<file path="config.mk">
export PLATFORM = sky130hd
export DESIGN_NAME = adc_conv_seq
export DESIGN_NICKNAME = d
export VERILOG_FILES = /design/src/rtl/acs_pkg.sv /design/src/rtl/acs_fsm.sv /design/src/rtl/acs_sclk_gen.sv /design/src/rtl/acs_shifter.sv /design/src/rtl/adc_conv_seq.sv
export SDC_FILE = /design/constraint.sdc
export NUM_CORES = 1
export LEC_CHECK = 0
export CAP_MARGIN = 20
export CORE_MARGIN = 2
export CORE_UTILIZATION = 45
export CTS_CLUSTER_DIAMETER = 60
export DETAILED_ROUTE_END_ITERATION = 7
export HOLD_SLACK_MARGIN = 0.03
export PLACE_DENSITY_LB_ADDON = 0.08
export SLEW_MARGIN = 20
export SYNTH_ARGS = -nofsm -noshare
export SYNTH_HDL_FRONTEND = slang
export SYNTH_HIERARCHICAL = 1
export SYNTH_SLANG_ARGS = --single-unit
</file>
<file path="constraint.sdc">
create_clock -name clk -period 4.8 [get_ports clk]
set_input_delay 1.2 -clock clk [delete_from_list [all_inputs] [get_ports clk]]
set_output_delay 1.2 -clock clk [all_outputs]
set_load 0.05 [all_outputs]
</file>
<file path="src/rtl/acs_pkg.sv">
// Shared types for the serial ADC conversion sequencer.
package acs_pkg;

    // Sequencer phase: waiting, converting, reading, guarding.
    typedef enum logic [1:0] {
        ACS_IDLE  = 2'd0,
        ACS_CONV  = 2'd1,
        ACS_READ  = 2'd2,
        ACS_GUARD = 2'd3
    } acs_state_e;

endpackage

</file>
<file path="src/rtl/acs_fsm.sv">
// Conversion sequencer FSM.
// Accepts a start request only when idle and raises the strobe for STRB_HI
// cycles. It then runs the read and holds the guard interval. In read-during
// mode it also waits for the conversion time to elapse before returning idle.
// Assumes GUARD_CYC >= 1 and PULSE_CYC < CONV_CYC.
module acs_fsm
    import acs_pkg::*;
#(
    parameter int CONV_CYC    = 600,
    parameter int PULSE_CYC   = 4,
    parameter int GUARD_CYC   = 60,
    parameter bit READ_DURING = 1'b0
) (
    input  logic clk,
    input  logic rst_n,
    input  logic start_req,
    input  logic read_last,
    output logic conv_strb,
    output logic req_reject,
    output logic read_run
);

    localparam int STRB_HI = READ_DURING ? PULSE_CYC : CONV_CYC;
    localparam int EL_W    = $clog2(CONV_CYC + 1);
    localparam int G_W     = $clog2(GUARD_CYC + 1);

    acs_state_e        state;
    logic [EL_W-1:0]   elapsed;
    logic [G_W-1:0]    gcnt;
    logic              conv_done;

    // Conversion-complete condition: only read-during mode must wait for it.
    generate
        if (READ_DURING) begin : g_wait_conv
            assign conv_done = (elapsed == EL_W'(CONV_CYC));
        end else begin : g_conv_over
            assign conv_done = 1'b1;
        end
    endgenerate

    // Refusal pulse for requests that arrive while not idle.
    always_ff @(posedge clk) begin
        if (!rst_n) begin
            req_reject <= 1'b0;
        end else begin
            req_reject <= start_req && (state != ACS_IDLE);
        end
    end

    // Cycles since the strobe rose, saturating at the conversion time.
    always_ff @(posedge clk) begin
        if (!rst_n || state == ACS_IDLE) begin
            elapsed <= '0;
        end else if (elapsed != EL_W'(CONV_CYC)) begin
            elapsed <= elapsed + 1'b1;
        end
    end

    // Phase sequencing and strobe generation.
    always_ff @(posedge clk) begin
        if (!rst_n) begin
            state     <= ACS_IDLE;
            conv_strb <= 1'b0;
            gcnt      <= '0;
        end else begin
            case (state)
                ACS_IDLE: begin
                    if (start_req) begin
                        state     <= ACS_CONV;
                        conv_strb <= 1'b1;
                    end
                end
                ACS_CONV: begin
                    if (elapsed == EL_W'(STRB_HI - 1)) begin
                        conv_strb <= 1'b0;
                        state     <= ACS_READ;
                    end
                end
                ACS_READ: begin
                    if (read_last) begin
                        state <= ACS_GUARD;
                        gcnt  <= '0;
                    end
                end
                ACS_GUARD: begin
                    if (gcnt == G_W'(GUARD_CYC - 1)) begin
                        if (conv_done) begin
                            state <= ACS_IDLE;
                        end
                    end else begin
                        gcnt <= gcnt + 1'b1;
                    end
                end
                default: state <= ACS_IDLE;
            endcase
        end
    end

    assign read_run = (state == ACS_READ);

endmodule

</file>
<file path="src/rtl/acs_sclk_gen.sv">
// Serial clock generator for one read frame.
// While run is high it produces FRAME pulses. Each pulse starts with a low
// half of HALF cycles and then a high half of HALF cycles. cap flags the cycle
// whose edge drives ser_clk low, which is where data is sampled. last marks
// the cap of the final bit. When run is low the generator clears and idles low.
module acs_sclk_gen #(
    parameter int HALF  = 6,
    parameter int FRAME = 16
) (
    input  logic clk,
    input  logic rst_n,
    input  logic run,
    output logic sclk,
    output logic cap,
    output logic last
);

    localparam int PH_W  = $clog2(HALF + 1);
    localparam int BIT_W = $clog2(FRAME);

    logic [PH_W-1:0]  phase;
    logic [BIT_W-1:0] bit_idx;
    logic             half_end;

    assign half_end = (phase == PH_W'(HALF - 1));
    assign cap      = run && sclk && half_end;
    assign last     = cap && (bit_idx == BIT_W'(FRAME - 1));

    // Half-period timing, clock toggling and bit counting.
    always_ff @(posedge clk) begin
        if (!rst_n || !run) begin
            phase   <= '0;
            sclk    <= 1'b0;
            bit_idx <= '0;
        end else if (half_end) begin
            phase <= '0;
            sclk  <= ~sclk;
            if (sclk) begin
                bit_idx <= bit_idx + 1'b1;
            end
        end else begin
            phase <= phase + 1'b1;
        end
    end

endmodule

</file>
<file path="src/rtl/acs_shifter.sv">
// Sample capture register.
// Shifts ser_din in MSB first on each cap. On the final bit it loads the
// newest W bits into the sample and pulses valid. Earlier bits of the frame
// fall off the top of the shift path. Assumes W >= 3.
module acs_shifter #(
    parameter int W = 12
) (
    input  logic         clk,
    input  logic         rst_n,
    input  logic         cap,
    input  logic         last,
    input  logic         din,
    output logic [W-1:0] sample,
    output logic         valid
);

    logic [W-2:0] shreg;

    // Shift path holding the W-1 most recent bits.
    always_ff @(posedge clk) begin
        if (!rst_n) begin
            shreg <= '0;
        end else if (cap) begin
            shreg <= {shreg[W-3:0], din};
        end
    end

    // Sample load and valid pulse on the final bit.
    always_ff @(posedge clk) begin
        if (!rst_n) begin
            sample <= '0;
            valid  <= 1'b0;
        end else begin
            valid <= last;
            if (last) begin
                sample <= {shreg, din};
            end
        end
    end

endmodule

</file>
<file path="src/rtl/adc_conv_seq.sv">
// Serial ADC conversion sequencer, top level.
// Drives the start strobe and serial clock of a converter that has no
// completion pin, and collects each 12-bit result. Assumes ser_din changes
// on the rising edge of ser_clk and settles within one half period.
module adc_conv_seq #(
    parameter int CONV_CYC    = 600,
    parameter int PULSE_CYC   = 4,
    parameter int SCLK_HALF   = 6,
    parameter int GUARD_CYC   = 60,
    parameter bit READ_DURING = 1'b0,
    parameter int FRAME_BITS  = 16,
    parameter int SAMPLE_W    = 12
) (
    input  logic                clk,
    input  logic                rst_n,
    input  logic                start_req,
    output logic                req_reject,
    output logic                conv_strb,
    output logic                ser_clk,
    input  logic                ser_din,
    output logic [SAMPLE_W-1:0] sample_data,
    output logic                sample_valid
);

    logic read_run;
    logic cap;
    logic last;

    acs_fsm #(
        .CONV_CYC    (CONV_CYC),
        .PULSE_CYC   (PULSE_CYC),
        .GUARD_CYC   (GUARD_CYC),
        .READ_DURING (READ_DURING)
    ) u_fsm (
        .clk        (clk),
        .rst_n      (rst_n),
        .start_req  (start_req),
        .read_last  (last),
        .conv_strb  (conv_strb),
        .req_reject (req_reject),
        .read_run   (read_run)
    );

    acs_sclk_gen #(
        .HALF  (SCLK_HALF),
        .FRAME (FRAME_BITS)
    ) u_sclk (
        .clk   (clk),
        .rst_n (rst_n),
        .run   (read_run),
        .sclk  (ser_clk),
        .cap   (cap),
        .last  (last)
    );

    acs_shifter #(
        .W (SAMPLE_W)
    ) u_shift (
        .clk    (clk),
        .rst_n  (rst_n),
        .cap    (cap),
        .last   (last),
        .din    (ser_din),
        .sample (sample_data),
        .valid  (sample_valid)
    );

endmodule

</file>
==> results of run 1 <==
## sequential cells by signal, summed over array words and instances, names as in the netlist
name,flops
u_fsm/req_reject,1
u_fsm/elapsed,10
u_shift/valid,1
u_fsm/conv_strb,1
u_sclk/bit_idx,4
u_shift/sample,12
u_fsm/state,2
u_sclk/sclk,1
u_shift/shreg,11
u_sclk/phase,3
u_fsm/gcnt,6
## cell type report
cell class | instances | area [sq um]
well taps | 70 | 87.58
clock buffers | 5 | 68.82
fillers | 495 | 2352
flip-flops and latches | 52 | 1041
inverters | 9 | 33.78
repair buffers | 21 | 205.2
clock inverters | 2 | 60.06
multi-input cells | 167 | 1226
## kinds of logic (layout without fill, tap and decap cells)
logic type,after synthesis,after routing
compound gates,25,25
buf+inv,17,37
simple gates,93,93
flops,52,52
fa+ha+maj,11,11
mux,27,27
xor+xnor,11,11
## metal layers
metal	global-route usage	vias up	wire length [um]
met4	0.06000	0	60
met2	0.2345	20	1716
met3	0.03910	5	117
met1	0.1902	721	2015
li1	-	845	-
met5	0	-	0
## per-stage QoR
stage | util | instances | area (sq um)
after floorplan | - | 236 | 2362
after global placement | 0.5111 | 319 | 2594
after detailed placement | 0.5111 | 319 | 2594
after CTS | 0.5365 | 326 | 2723
after global routing | 0.5365 | 326 | 2723
final | 0.5365 | 326 | 2723
## path summary, 6_finish.rpt
path                                     end  slack (ps)  cells past startpoint
setup / recovery  u_fsm/gcnt[3]$_SDFFE_PN0P_        1950                     10
hold / removal    u_sclk/phase[0]$_SDFF_PP0_         460                      1
setup reg to reg  u_fsm/gcnt[3]$_SDFFE_PN0P_        1950                     10
hold reg to reg   u_sclk/phase[0]$_SDFF_PP0_         460                      1
## power by group through the flow
stage	registers (mW)	clock network [mW]	logic [mW]
detailed placement	0.484	0	0.207
global route	0.478	0.375	0.234
floorplan	0.496	0	0.147
CTS	0.474	0.354	0.209
finish	0.473	0.346	0.206
global placement	0.483	0	0.207
## cells in the final DEF (no fill, tap or decap), types with 3 or more instances in the layout
cell type / Yosys / final
ha_1: 11 / 11
o22ai_1: 3 / 3
nand2b_1: 4 / 4
xor2_1: 10 / 10
inv_1: 9 / 9
nand2_1: 12 / 12
o21ai_0: 5 / 5
dfxtp_1: 52 / 52
nand4_1: 4 / 4
nor2b_1: 27 / 27
a21oi_1: 10 / 10
nand3_1: 7 / 7
clkbuf_8: 0 / 5
clkdlybuf4s50_1: 0 / 19
nor2_1: 19 / 19
mux2i_1: 27 / 27
==> impl_metrics.ini, run 1 <==
[setup_path]
worst-endpoint-required_ps = 5040
startpoint = u_fsm/state[0]$_SDFFE_PN0P_
endpoint_kind = register
cpMostUsedCell = inv_1
crit_type = register to register
crit_chain = inv_1 > ha_1 > inv_1 > nor2_1 > buf_4 > and4_1 > nor2b_1 > nor4b_1 > o21ai_0 > a21oi_1
path_delay_family = simple AND/OR/NAND/NOR gates
cp.arrival_ps = 3090
critical-path-slowest-cell = and4_1
cp_num_buf_inv = 3
crit_fanout = 15
cp-start-kind = register
slowest_delay_ps = 750
worstReg2RegStart = u_fsm/state[0]$_SDFFE_PN0P_

[synthesis]
synth_fa_ha_area_frac = 0.05826
synth_top_area_frac = 0.4407
synth.yosys.seq_area_share = 0.4407
syn_area_sq_um = 2362
syn_area_per_cell_sq_um = 10.01
synth_top_family_by_area = simple AND/OR/NAND/NOR gates
synthArstFlopShare = 0
yosysWarnings = 6
synthMuxAreaShare = 0.1144
synth_ff_type = dfxtp_1
synth_edf_count = 0
synth_cells = 236
yosysUniqueCellTypes = 39
synth.area.top_cells = dfxtp_1, mux2i_1, nor2b_1
synthTopCellsByCount = dfxtp_1, mux2i_1, nor2b_1
yosysMostFrequentCell = dfxtp_1
synth-simple-area-share = 0.2341
synth-seq-cells = 52
syn_nets = 251
synth_xor_xnor_area_share = 0.04078
synth_compound_area_frac = 0.07150
yosysTopAreaCell = dfxtp_1

[clock_tree]
htreeDepth = 2
cts_root_buf = clkbuf_8
cts-resized-gates = 0
cts_setup_buffers = 0
clockBufferDepth = 2
cts_sinks = 52
cts.clk_slew.worst_paths_ps = 90
clock_latency_ps = 300
cts_inserted_buffers = 5
cts_tree = built
cts_hold_buffers = 0

[placed_design]
portBuffers = 19
dp.final_hpwl_um = 2682
routabilityCongestion = 0.7603
dpl_worst_slack_ps = 1900

[sta]
slew_headroom = 0.4721
finClkSkew_ps = 7.074
worst_hold_slack_ps = 459.0
final_hold_viol_count = 0
fmax_mhz = 350.6
fin_setup_tns_ps = 0
slew_viol_final = 0
finalWorstSetupSlack_ps = 1948
timing.final.crit_share = 0.5943
rsz0062_at_grt = false
fin_crit_ps = 2852
setup_violations = 0
tightest_slew_ps = 791.9

[final_layout]
n_antenna_cell = 0
final_nets = 271
layout-drive-gt1-share = 0.07031
areaGrowthSynthToFinish_pct = 15.25

[detailed_routing]
via_per_inst = 4.880
vias = 1591
first_pass_iters = 4
drc = 0
detail-route-antenna-nets = 0
wl_um = 3909
wl_per_cell_um = 11.99
first_iter_violations = 52

[floorplan]
die_x_um = 76.46
rows = 26
ios = 20
core_area_sq_um = 5075
initial_core_util = 0.4655
fp.dieH_um = 76.46
fp.dieArea_sq_um = 5845

[global_routing]
grt_pass1_vias = 1541
grt_pass1_wl_um = 7003
grt_max_degree = 39
grt_usage = 0.1475
grt_overflow = 0
antenna_found_initial = 0

[power_and_ir_drop]
power_density_nw_per_um2 = 376.8
intPower_uw = 740.5
power_frac_seq = 0.461
clkPwrFrac = 0.338
p_comb_frac = 0.201
sw_frac_of_total = 0.2782
power_leakage_nw = 0.9386
power_mw = 1.026
ir_worst_vdd_uv = 242.0
power_switching_uw = 285.4

[run_status]
status = finished, final reports clean

[hold_path]
hp-start = u_sclk/phase[0]$_SDFF_PP0_
hp-class = register to register

[flow_run]
cap_violations = 0
Note: power is estimated with default switching activity, not from simulation.
==> run 2, diff against run 1 <==
- clock period: 4.8 -> 2.8 ns (I/O delays scaled with it)
==> impl_metrics.ini, run 2 (same netlist as run 1, synthesis figures left out) <==
[sta]
fmax_mhz = 444.6
timing.final.crit_share = 0.8032
fin_crit_ps = 2249
slew_headroom = 0.6539
finClkSkew_ps = 7.821
tightest_slew_ps = 517.5
finalWorstSetupSlack_ps = 551.0
setup_violations = 0
rsz0062_at_grt = false
slew_viol_final = 0
final_hold_viol_count = 0
fin_setup_tns_ps = 0

[global_routing]
grt_pass1_wl_um = 6955
grt_overflow = 0
grt_max_degree = 26
antenna_found_initial = 0
grt_usage = 0.1449
grt_pass1_vias = 1504

[setup_path]
endpoint_kind = primary output
cp-start-kind = register
worst-endpoint-required_ps = 2100
crit_fanout = 4
path_delay_family = buffers and inverters
cp_num_buf_inv = 1
crit_chain = clkdlybuf4s50_1
cp.arrival_ps = 1550
slowest_delay_ps = 830
crit_type = register to primary output
critical-path-slowest-cell = clkdlybuf4s50_1

[power_and_ir_drop]
sw_frac_of_total = 0.2923
power_frac_seq = 0.485
power_switching_uw = 488.8
intPower_mw = 1.183
ir_worst_vdd_uv = 415.1
power_density_nw_per_um2 = 617.4
power_leakage_nw = 0.9351
p_comb_frac = 0.215
clkPwrFrac = 0.300

[final_layout]
areaGrowthSynthToFinish_pct = 14.67
top_register = u_shift/sample
final_common_cell = dfxtp_1
largest_reg_flops = 12
final_nets = 272
reg_top3 = u_shift/sample (12), u_shift/shreg (11), u_fsm/elapsed (10)
layout_common_cells = dfxtp_1, mux2i_1, nor2b_1, clkdlybuf4s50_1, nor2_1
finalNonFillerCells = 328
layout-drive-gt1-share = 0.07364
n_antenna_cell = 0

[clock_tree]
clockBufferDepth = 2
cts_hold_buffers = 0
cts_inserted_buffers = 5
cts_root_buf = clkbuf_8
cts-resized-gates = 0
htreeDepth = 2
clock_latency_ps = 300
cts_setup_buffers = 0
cts.clk_slew.worst_paths_ps = 90
cts_sinks = 52
cts_tree = built

[floorplan]
initial_core_util = 0.4655
rows = 26
die_x_um = 76.46
fp.dieArea_sq_um = 5845
fp.dieH_um = 76.46
ios = 20
core_area_sq_um = 5075

[detailed_routing]
wl_per_cell_um = 12.12
via_per_inst = 4.896
drc = 0
first_pass_iters = 4
first_iter_violations = 62
vias = 1606
wl_um = 3975
detail-route-antenna-nets = 0

[run_status]
status = finished, final reports clean

[flow_run]
cap_violations = 0

[hold_path]
hp-class = register to register

[placed_design]
dpl_worst_slack_ps = 586.7
dp.final_hpwl_um = 2721
place_inst = 320
routabilityCongestion = 0.7381
portBuffers = 19
-- run 2: changes by cell type in the layout (fill, tap and decap cells not counted), sizes merged --
cell,change
bufinv,-1
clkbuf,+1
buf,+1
clkinv,+1
-- run 2: path summary, 6_finish.rpt --
path	from	slack, ps	depth (start not counted)	end
worst max-delay path	u_sclk/sclk$_SDFFE_PP0N_	550	1	ser_clk
worst min-delay path	u_sclk/phase[0]$_SDFF_PP0_	460	1	u_sclk/phase[0]$_SDFF_PP0_
worst max register to register	u_fsm/state[0]$_SDFFE_PN0P_	760	9	u_fsm/gcnt[4]$_SDFFE_PN0P_
worst min register to register	u_sclk/phase[0]$_SDFF_PP0_	460	1	u_sclk/phase[0]$_SDFF_PP0_
-- run 2: stage by stage --
| step | hold WS [ps] | util | area (sq um) | power, mW |
|---|---|---|---|---|
| floorplan | 421.5 | - | 2362 | 1.101 |
| global placement | 439.3 | 0.5126 | 2601 | 1.188 |
| detailed placement | 448.5 | 0.5126 | 2601 | 1.190 |
| CTS | 470.0 | 0.5338 | 2709 | 1.699 |
| global route | 491.3 | 0.5338 | 2709 | 1.772 |
| finish | 461.4 | 0.5338 | 2709 | 1.672 |
-- run 2: layout make-up --
cell class | instances | area (sq um)
clock inverters | 2 | 35.03
well taps | 70 | 87.58
multi-input cells | 167 | 1226
inverters | 9 | 33.78
repair buffers | 22 | 212.7
clock buffers | 6 | 72.57
flip-flops and latches | 52 | 1041
fillers | 517 | 2366
-- run 2: layer usage --
layer / vias to the layer above / share of wire / track usage
met5: - / 0 / 0
met4: 0 / 0.010 / 0.06000
met3: 4 / 0.024 / 0.03910
met2: 21 / 0.44 / 0.2195
met1: 729 / 0.53 / 0.1952
li1: 852 / - / -
-- run 2: power by group through the flow --
| stage | Combinational (mW) | Clock, mW | Sequential (mW) |
|---|---|---|---|
| final | 0.359 | 0.502 | 0.811 |
| after detailed placement | 0.360 | 0 | 0.830 |
| after global placement | 0.359 | 0 | 0.830 |
| after CTS | 0.364 | 0.523 | 0.813 |
| after global routing | 0.406 | 0.546 | 0.819 |
| after floorplan | 0.251 | 0 | 0.850 |
==> run 3, diff against run 2 <==
- clock period: 2.8 -> 1.8 ns (I/O delays scaled with it)
==> impl_metrics.ini, run 3 (same netlist as run 1, synthesis figures left out) <==
[detailed_routing]
routed.top_layer = met4
vias = 1684
wl_um = 4270
met2_length_um = 1920
drc = 0
detail-route-antenna-nets = 0
via_per_inst = 4.953
wl_met1_um = 2178
first_pass_iters = 4
first_iter_violations = 59
wl_per_cell_um = 12.56
dr_wl_met3_um = 103

[setup_path]
crit_fanout = 4
rrSetupSlack_ps = 90
endpoint_kind = register
slowest_delay_ps = 330
crit_chain = inv_1 > ha_4 > nand3_4 > nor2_4 > and4_4 > nor2b_2 > nor2_1 > nand3_2 > a221oi_2
cp.arrival_ps = 1920
crit_type = register to register
worst-endpoint-required_ps = 2020
cp-start-kind = register
critical-path-slowest-cell = dfxtp_2

[clock_tree]
cts.clk_slew.worst_paths_ps = 90
clockBufferDepth = 2
cts_inserted_buffers = 5
cts_sinks = 52
clock_latency_ps = 310
cts_tree = built
cts_root_buf = clkbuf_8
htreeDepth = 2

[sta]
final_hold_viol_count = 0
slew_headroom = 0.7566
fin_setup_tns_ps = 0
setup_violations = 0
timing.final.crit_share = 0.9479
fin_crit_ps = 1706
tightest_slew_ps = 361.3
fmax_mhz = 586.1
worst_hold_slack_ps = 462.1
slew_viol_final = 0
finClkSkew_ps = 8.141

[global_routing]
grt_overflow = 0
antenna_found_initial = 0
grt_max_degree = 33
grt_pass1_vias = 1570
grt_pass1_wl_um = 7286
grt_usage = 0.1539

[hold_path]
hp-class = register to register

[power_and_ir_drop]
p_comb_frac = 0.257
clkPwrFrac = 0.267
intPower_mw = 1.819
power_density_nw_per_um2 = 934.5
ir_worst_vdd_uv = 528.0
power_leakage_nw = 1.028
power_frac_seq = 0.476
sw_frac_of_total = 0.3095
power_switching_uw = 815.3

[floorplan]
die_x_um = 76.46
rows = 26
fp.dieH_um = 76.46
ios = 20
fp.dieArea_sq_um = 5845
initial_core_util = 0.4655
core_area_sq_um = 5075

[placed_design]
dp.final_hpwl_um = 2958
routabilityCongestion = 0.7803
portBuffers = 19

[final_layout]
final_nets = 284
layout_common_cells = dfxtp_1, buf_4, mux2i_1, nor2b_1, nor2_1
reg_top3 = u_shift/sample (12), u_shift/shreg (11), u_fsm/elapsed (10)
largest_reg_flops = 12
n_antenna_cell = 0
final_common_cell = dfxtp_1
top_register = u_shift/sample
layout-drive-gt1-share = 0.2259
areaGrowthSynthToFinish_pct = 19.33

[run_status]
status = finished, final reports clean

[flow_run]
cap_violations = 0
run 3: cell count changes in the layout (fill, tap and decap cells not counted), sizes merged:
cell	previous run	this run
inv	9	10
bufinv	1	0
clkdlybuf4s50	19	3
buf	3	31
run 3: cell type report:
type / count / area (sq um)
Clock buffer: 6 / 82.58
Clock inverter: 2 / 13.76
Fill cell: 485 / 2256
Inverter: 9 / 33.78
Multi-Input combinational cell: 167 / 1292
Sequential cell: 52 / 1046
Tap cell: 70 / 87.58
Timing Repair Buffer: 34 / 262.8
run 3: final timing paths:
check                           endpoint  cells after the start                        from
min           u_sclk/phase[0]$_SDFF_PP0_                      1  u_sclk/phase[0]$_SDFF_PP0_
max reg2reg  u_fsm/state[0]$_SDFFE_PN0P_                      9  u_sclk/phase[1]$_SDFF_PP0_
min reg2reg   u_sclk/phase[0]$_SDFF_PP0_                      1  u_sclk/phase[0]$_SDFF_PP0_
max          u_fsm/state[0]$_SDFFE_PN0P_                      9  u_sclk/phase[1]$_SDFF_PP0_
run 3: critical path: cells and delay by family, from the launching register on:
| kind | cells | cell delay (ps) |
|---|---|---|
| adder cells (fa/ha/maj) | 1 | 150 |
| AND/OR/NAND/NOR | 6 | 780 |
| AO/OA/AOI/OAI | 1 | 260 |
| buffers and inverters | 1 | 90 |
| flip-flops | 1 | 330 |
run 3: stage by stage:
step	setup slack [ps]	instances	total power, mW	util	cell area, sq um
2_1_floorplan	-1.857	236	1.718	-	2369
3_3_place_gp	63.56	330	1.910	0.5207	2643
3_5_place_dp	-1.828	330	1.912	0.5207	2643
4_1_cts	35.95	338	2.637	0.5434	2758
5_1_grt	-12.77	340	2.808	0.5555	2819
6_report	93.85	340	2.634	0.5555	2819
run 3: what timing repair did:
item	CTS	global route
pin swaps	0	6
setup endpoints to repair	6	6
buffers inserted	0	2
hold buffers	0	0
gates resized for setup	4	12
run 3: power groups by stage:
stage,Combinational [mW],Clock (mW),Sequential (mW)
2_1_floorplan,0.395,0,1.32
3_3_place_gp,0.638,0,1.27
3_5_place_dp,0.637,0,1.28
4_1_cts,0.652,0.735,1.25
5_1_grt,0.756,0.787,1.26
6_report,0.677,0.704,1.25
run 3: metal layers:
| layer | up-vias | global-route usage |
|---|---|---|
| met5 | - | 0 |
| met4 | 0 | 0.06000 |
| li1 | 876 | - |
| met2 | 17 | 0.2363 |
| met3 | 8 | 0.04028 |
| met1 | 783 | 0.2072 |
